===== src/rtl/sbPkg.sv =====
package sbPkg;
  localparam int XLEN      = 32;
  localparam int GPR_COUNT = 32;
  localparam int ENTRIES   = GPR_COUNT + 1;          // GPRs plus PC
  localparam int IDX_W     = $clog2(ENTRIES);
  localparam int IMM_W     = 16;
  localparam int JFLD_W    = 26;
  localparam int OPC_W     = 6;
  localparam int OP_W      = 4;

  // register select codes
  localparam logic [2:0] RSEL_RS   = 3'd0;
  localparam logic [2:0] RSEL_RT   = 3'd1;
  localparam logic [2:0] RSEL_RD   = 3'd2;
  localparam logic [2:0] RSEL_LINK = 3'd3;
  localparam logic [2:0] RSEL_PC   = 3'd4;

  // immediate modes
  localparam logic [1:0] EXT_SIGN  = 2'd0;
  localparam logic [1:0] EXT_ZERO  = 2'd1;
  localparam logic [1:0] EXT_BOFS  = 2'd2;
  localparam logic [1:0] EXT_JFLD  = 2'd3;

  // ALU codes
  localparam logic [OP_W-1:0] ALU_ADD  = 4'd0;
  localparam logic [OP_W-1:0] ALU_SUB  = 4'd1;
  localparam logic [OP_W-1:0] ALU_AND  = 4'd2;
  localparam logic [OP_W-1:0] ALU_OR   = 4'd3;
  localparam logic [OP_W-1:0] ALU_XOR  = 4'd4;
  localparam logic [OP_W-1:0] ALU_SLT  = 4'd5;
  localparam logic [OP_W-1:0] ALU_PASS = 4'd6;
  localparam logic [OP_W-1:0] ALU_INC4 = 4'd7;
  localparam logic [OP_W-1:0] ALU_JTGT = 4'd8;

  typedef struct packed {
    logic            ldIR;
    logic            ldA;
    logic            ldB;
    logic            ldMA;
    logic            regWr;
    logic            enReg;
    logic            enImm;
    logic            enALU;
    logic            memRead;
    logic [2:0]      regSel;
    logic [1:0]      extSel;
    logic [OP_W-1:0] opSel;
  } strobe_t;
endpackage


===== src/rtl/sbStrobePack.sv =====
module sbStrobePack
  import sbPkg::*;
(
  input  logic            ldIR,
  input  logic            ldA,
  input  logic            ldB,
  input  logic            ldMA,
  input  logic            regWr,
  input  logic [2:0]      regSel,
  input  logic            enReg,
  input  logic [1:0]      extSel,
  input  logic            enImm,
  input  logic [OP_W-1:0] opSel,
  input  logic            enALU,
  input  logic            enMem,
  input  logic            memWrt,
  output strobe_t         stb
);
  always_comb begin
    stb.ldIR    = ldIR;
    stb.ldA     = ldA;
    stb.ldB     = ldB;
    stb.ldMA    = ldMA;
    stb.regWr   = regWr;
    stb.enReg   = enReg;
    stb.enImm   = enImm;
    stb.enALU   = enALU;
    stb.memRead = enMem & ~memWrt;
    stb.regSel  = regSel;
    stb.extSel  = extSel;
    stb.opSel   = opSel;
  end
endmodule


===== src/rtl/sbRegFile.sv =====
module sbRegFile #(
  parameter int W       = 32,
  parameter int DEPTH   = 33,
  parameter int IDX_W   = 6
) (
  input  logic             clk,
  input  logic             rstN,
  input  logic [IDX_W-1:0] idx,
  input  logic             wrEn,
  input  logic [W-1:0]     wrData,
  output logic [W-1:0]     rdData
);
  logic [W-1:0] entry [DEPTH];

  always_ff @(posedge clk or negedge rstN) begin
    if (!rstN) begin
      for (int i = 0; i < DEPTH; i++) entry[i] <= '0;
    end else if (wrEn && idx != '0 && int'(idx) < DEPTH) begin
      entry[idx] <= wrData;
    end
  end

  always_comb begin
    rdData = '0;
    if (idx != '0 && int'(idx) < DEPTH) rdData = entry[idx];
  end
endmodule


===== src/rtl/sbAlu.sv =====
module sbAlu
  import sbPkg::*;
(
  input  logic [XLEN-1:0] a,
  input  logic [XLEN-1:0] b,
  input  logic [OP_W-1:0] op,
  output logic [XLEN-1:0] y
);
  localparam int SEG_W = XLEN - JFLD_W - 2;

  always_comb begin
    unique case (op)
      ALU_ADD:  y = a + b;
      ALU_SUB:  y = a - b;
      ALU_AND:  y = a & b;
      ALU_OR:   y = a | b;
      ALU_XOR:  y = a ^ b;
      ALU_SLT:  y = {{(XLEN-1){1'b0}}, $signed(a) < $signed(b)};
      ALU_PASS: y = a;
      ALU_INC4: y = a + XLEN'(4);
      ALU_JTGT: y = {a[XLEN-1 -: SEG_W], b[JFLD_W-1:0], 2'b00};
      default:  y = '0;
    endcase
  end
endmodule


===== src/rtl/sbDatapath.sv =====
module sbDatapath
  import sbPkg::*;
(
  input  logic             clk,
  input  logic             rstN,
  input  strobe_t          stb,
  input  logic [XLEN-1:0]  memRData,
  output logic [XLEN-1:0]  busValue,
  output logic [XLEN-1:0]  maQ,
  output logic [OPC_W-1:0] opcode,
  output logic             aIsZero
);
  logic [XLEN-1:0]  irQ, aQ, bQ;
  logic [XLEN-1:0]  regRd, immVal, aluY;
  logic [IDX_W-1:0] regIdx;
  logic [IMM_W-1:0] immFld;

  assign immFld = irQ[IMM_W-1:0];

  // register select decode
  always_comb begin
    unique case (stb.regSel)
      RSEL_RS:   regIdx = IDX_W'(irQ[25:21]);
      RSEL_RT:   regIdx = IDX_W'(irQ[20:16]);
      RSEL_RD:   regIdx = IDX_W'(irQ[15:11]);
      RSEL_LINK: regIdx = IDX_W'(GPR_COUNT - 1);
      RSEL_PC:   regIdx = IDX_W'(GPR_COUNT);
      default:   regIdx = '0;
    endcase
  end

  // immediate extension
  always_comb begin
    unique case (stb.extSel)
      EXT_SIGN: immVal = {{(XLEN-IMM_W){immFld[IMM_W-1]}}, immFld};
      EXT_ZERO: immVal = {{(XLEN-IMM_W){1'b0}}, immFld};
      EXT_BOFS: immVal = {{(XLEN-IMM_W-2){immFld[IMM_W-1]}}, immFld, 2'b00};
      default:  immVal = {{(XLEN-JFLD_W){1'b0}}, irQ[JFLD_W-1:0]};
    endcase
  end

  sbRegFile #(.W(XLEN), .DEPTH(ENTRIES), .IDX_W(IDX_W)) uRegs (
    .clk(clk), .rstN(rstN), .idx(regIdx), .wrEn(stb.regWr),
    .wrData(busValue), .rdData(regRd)
  );

  sbAlu uAlu (.a(aQ), .b(bQ), .op(stb.opSel), .y(aluY));

  // AND-OR bus: gated sources
  assign busValue = ({XLEN{stb.enReg}}   & regRd)
                  | ({XLEN{stb.enImm}}   & immVal)
                  | ({XLEN{stb.enALU}}   & aluY)
                  | ({XLEN{stb.memRead}} & memRData);

  always_ff @(posedge clk or negedge rstN) begin
    if (!rstN) begin
      irQ <= '0;
      aQ  <= '0;
      bQ  <= '0;
      maQ <= '0;
    end else begin
      if (stb.ldIR) irQ <= busValue;
      if (stb.ldA)  aQ  <= busValue;
      if (stb.ldB)  bQ  <= busValue;
      if (stb.ldMA) maQ <= busValue;
    end
  end

  assign opcode  = irQ[XLEN-1 -: OPC_W];
  assign aIsZero = (aQ == '0);
endmodule


===== src/rtl/singleBusDatapath.sv =====
module singleBusDatapath
  import sbPkg::*;
(
  input  logic             clk,
  input  logic             rstN,
  input  logic             ldIR,
  input  logic             ldA,
  input  logic             ldB,
  input  logic             ldMA,
  input  logic             regWr,
  input  logic [2:0]       regSel,
  input  logic             enReg,
  input  logic [1:0]       extSel,
  input  logic             enImm,
  input  logic [3:0]       opSel,
  input  logic             enALU,
  input  logic             enMem,
  input  logic             memWrt,
  input  logic [31:0]      memRData,
  input  logic             memBusy,
  output logic [31:0]      busValue,
  output logic [5:0]       opcode,
  output logic             zero,
  output logic             busy,
  output logic [31:0]      memAddr,
  output logic [31:0]      memWData,
  output logic             memReq,
  output logic             memWe
);
  strobe_t stb;

  sbStrobePack uCtl (
    .ldIR(ldIR), .ldA(ldA), .ldB(ldB), .ldMA(ldMA), .regWr(regWr),
    .regSel(regSel), .enReg(enReg), .extSel(extSel), .enImm(enImm),
    .opSel(opSel), .enALU(enALU), .enMem(enMem), .memWrt(memWrt), .stb(stb)
  );

  sbDatapath uDp (
    .clk(clk), .rstN(rstN), .stb(stb), .memRData(memRData),
    .busValue(busValue), .maQ(memAddr), .opcode(opcode), .aIsZero(zero)
  );

  assign busy     = memBusy;
  assign memWData = busValue;
  assign memReq   = enMem;
  assign memWe    = enMem & memWrt;
endmodule


===== config.mk =====
export PLATFORM = sky130hd
export DESIGN_NAME = singleBusDatapath
export DESIGN_NICKNAME = d
export VERILOG_FILES = /design/src/rtl/sbPkg.sv /design/src/rtl/sbStrobePack.sv /design/src/rtl/sbRegFile.sv /design/src/rtl/sbAlu.sv /design/src/rtl/sbDatapath.sv /design/src/rtl/singleBusDatapath.sv
export SDC_FILE = /design/constraint.sdc
export NUM_CORES = 2
export LEC_CHECK = 0
export ABC_CLOCK_PERIOD_IN_PS = 4110
export BUFFER_PORTS_ARGS = -buffer_cell sky130_fd_sc_hd__buf_2
export CELL_PAD_IN_SITES_DETAIL_PLACEMENT = 0
export CELL_PAD_IN_SITES_GLOBAL_PLACEMENT = 2
export CORE_MARGIN = 3
export CORE_UTILIZATION = 28
export CTS_CLUSTER_DIAMETER = 60
export DETAILED_ROUTE_END_ITERATION = 8
export PLACE_DENSITY_LB_ADDON = 0.08
export SYNTH_ARGS = -nofsm -noshare
export SYNTH_HDL_FRONTEND = slang
export SYNTH_SLANG_ARGS = --single-unit

===== constraint.sdc =====
create_clock -name clk -period 4.11 [get_ports clk]
set_clock_uncertainty 0.05 [all_clocks]
set_input_delay 0 -clock clk [delete_from_list [all_inputs] [get_ports clk]]
set_output_delay 0 -clock clk [all_outputs]
set_load 0.02 [all_outputs]

==> reports/results.tsv <==
metric	value	unit
status	complete, but fails checks	
violations	negative setup slack	
via_count	56530	
dp_slack	-0.9557	ns
synthTopCellsByArea	dfrtp_1, a21oi_1, nor2_1	
initial_core_util	28.27	%
syn_avg_cell_area	8.631	µm²
fmax	225.6	MHz
ios	160	
fin_nets	7793	
die_h	466.9	µm
grt_usage	29.38	%
ys_ff_latch	1182	
dp_cells	9868	
rsz0062_at_grt	true	
endpoint_kind	primary output	
antenna_found_initial	11	
finalHoldViolCount	0	
cts-htree-levels	4	
routabilityCongestion	0.8776	
relSlewSlack	10.38	%
place_area	67710	µm²
regArea	29590	µm²
async_reset_ff_share	100.0	%
insertion_delay	0.84	ns
drc	0	
finalSetupViolCount	48	
ir_worst_vdd	484.3	µV
setup_ws	-0.3231	ns
yosys_warnings	0	
comb_power_share	44.2	%
io_buffer_count	157	
cts_tree	built	
min_period_over_period	107.9	%
core	210400	µm²
die-area	218000	µm²
path_buf_inv	6	
postRouteAntennaNets	0	
fin_area	81560	µm²
rows	168	
yosysMostFrequentCell	dfrtp_1	
cts_buffers	159	
power.internal	36060	µW
grt_pass1_vias	53970	
required	4.06	ns
switching_share	40.23	%
power.density	739.6	nW/µm²
clk_pin_slew	0.05	ns
multi_input_area	28970	µm²
max_stage_delay	0.39	ns
cts_buffer_depth	3	
slew_violations	0	
die_x	466.9	µm
synthFlopType	dfrtp_1	
synth.top_cell.area_share	49.72	%
dpl.hpwl	210800	µm
first_pass_iters	6	
grt_pass1_wl	451300	µm
ys_types	111	
layout-drive-gt1-share	27.06	%
cp_max_fo	3	
cpMaxStageDelayCell	dfrtp_1	
clkSinkCount	1182	
root_buffer	clkbuf_16	
cpLargestDelayFamily	compound AO/OA/AOI/OAI gates	
leakage	0.03526	µW
first_iter_violations	5248	
via_per_inst	5.346	
max_cap_viol_count	0	
power.share.clock	23.7	%
tightestPinTransition	1.339	ns
critical_path_class	reg2out	
ys_seq_area_share	49.72	%
synth_cells	6892	
n_fill_cell	21320	
crit_top_cell	buf_6	
fin_cells	10570	
worstPathCellList	buf_6, ha_4, fa_2, a211oi_2, o21a_1, buf_4, a21oi_4, o21ai_2, buf_4, o21a_1, o21ai_2, a21oi_2, xnor2_2, a211oi_4, buf_6, clkinvlp_4, buf_6	
crit_arrival	4.38	ns
seq_power_share	32.1	%
start_kind	register	
synth_top_area_cell	dfrtp_1	
power_switching	24270	µW
synth_edf_count	0	
routed_wl	331300	µm
syn_nets	7046	
grt_max_degree	100	
synth_common_cells	dfrtp_1, nor2_1, nand2_1	
holdWs	0.09306	ns
synthesis.area	59490	µm²
wl_per_cell	31.34	µm
timing.setup.tns	-7.665	ns
post-route-min-period	4.433	ns
overflow	0	
worst_hold_path_type	in2reg	
area_delta_synth_final	37.11	%
registers in the layout, summed over array words and instances (netlist names):
name	flops
uDp.aQ	32
uDp.maQ	32
uDp.irQ	32
uDp.bQ	32
uDp.uRegs.entry	1054
worst register-to-register path, cell delays in order, from the launching register on:
cell and delay [ns]:
dfrtp_1 0.40, mux2i_4 0.11, a211oi_4 0.29, buf_12 0.18
buf_12 0.15, buf_12 0.11, buf_16 0.14, mux2_2 0.37
o221ai_2 0.18, a22oi_2 0.11, nor2_4 0.21, nor3_2 0.07
o211ai_1 0.40, and4_4 0.53, buf_4 0.17, buf_8 0.20
buf_12 0.18, o21ai_1 0.08
area by class of cell:
type / count / area share [%]
inverter: 131 / 0.7593
tap: 2805 / 4.303
multi-input combinational: 4901 / 35.51
sequential: 1182 / 36.28
antenna: 5 / 0.01534
timing repair buffer: 1264 / 16.64
clock inverter: 62 / 0.9051
clock buffer: 224 / 5.585
through the flow:
step / util, % / total power (µW)
6_report: 38.76 / 60330
5_1_grt: 38.76 / 63490
4_1_cts: 37.18 / 58510
3_5_place_dp: 32.18 / 40600
3_3_place_gp: 32.18 / 40430
2_1_floorplan: - / 30880
kinds of logic after synthesis:
kind of cell / share of synthesized area (%)
buffers and inverters: 6.695
adders and majority gates: 2.129
AOI/OAI and AO/OA: 21.93
DFF: 49.72
and+or+nand+nor: 17.30
xor gates and xnor gates: 0.5153
muxes: 1.708
what timing repair did:
action / 4_1_cts / 5_1_grt
hold endpoints to repair: 1037 / 1
gates cloned: 24 / 15
hold buffers: 25 / 1
gates resized for setup: 622 / 393
pin swaps: 139 / 199
setup buffers: 201 / 179
setup endpoints to repair: 742 / 265
routing by layer:
metal | vias to the layer above | track usage (%) | part of all wire, %
li1 | 25410 | - | -
met1 | 28840 | 43.42 | 47
met2 | 1871 | 44.79 | 44
met3 | 393 | 3.830 | 5.7
met4 | 6 | 8.059 | 3.0
met5 | - | 0 | 0.011
power by group through the flow:
stage | clock [µW] | combinational (µW) | sequential, µW
4_1_cts | 14600 | 24700 | 19300
6_report | 14300 | 26700 | 19400
3_5_place_dp | 0 | 21200 | 19400
3_3_place_gp | 0 | 21100 | 19300
2_1_floorplan | 0 | 12100 | 18800
5_1_grt | 15000 | 28500 | 19900
path summary, 6_finish.rpt:
check	start	depth (start not counted)	slack (ns)	to
worst max-delay path	uDp.aQ[0]	17	-0.32	memWData[26]
worst min-delay path	memRData[2]	7	0.09	uDp.uRegs.entry[962]
worst max register to register	uDp.irQ[22]	17	0.03	uDp.uRegs.entry[305]
worst min register to register	uDp.uRegs.entry[1051]	0	0.32	uDp.uRegs.entry[1051]
max in group asynchronous	rstN	5	2.63	uDp.uRegs.entry[899]
min in group asynchronous	rstN	4	0.49	uDp.aQ[28]
placed cells by master, fill, tap and decap left out, drive strengths merged, types with 38 or more instances in the layout:
cell type  synthesis  layout
nand3            198     198
buf              336    1206
a211oi            38      38
o221ai            46      46
nor2            1092    1092
inv              131     140
nor3              50      50
nand2            983     983
o22ai            131     131
o211ai            56      56
ha                98      98
o21ai            523     523
dfrtp           1182    1182
a21oi           1000    1000
a31oi            113     113
clkbuf           342     239
No activity file was read; power rests on OpenSTA's default activity.
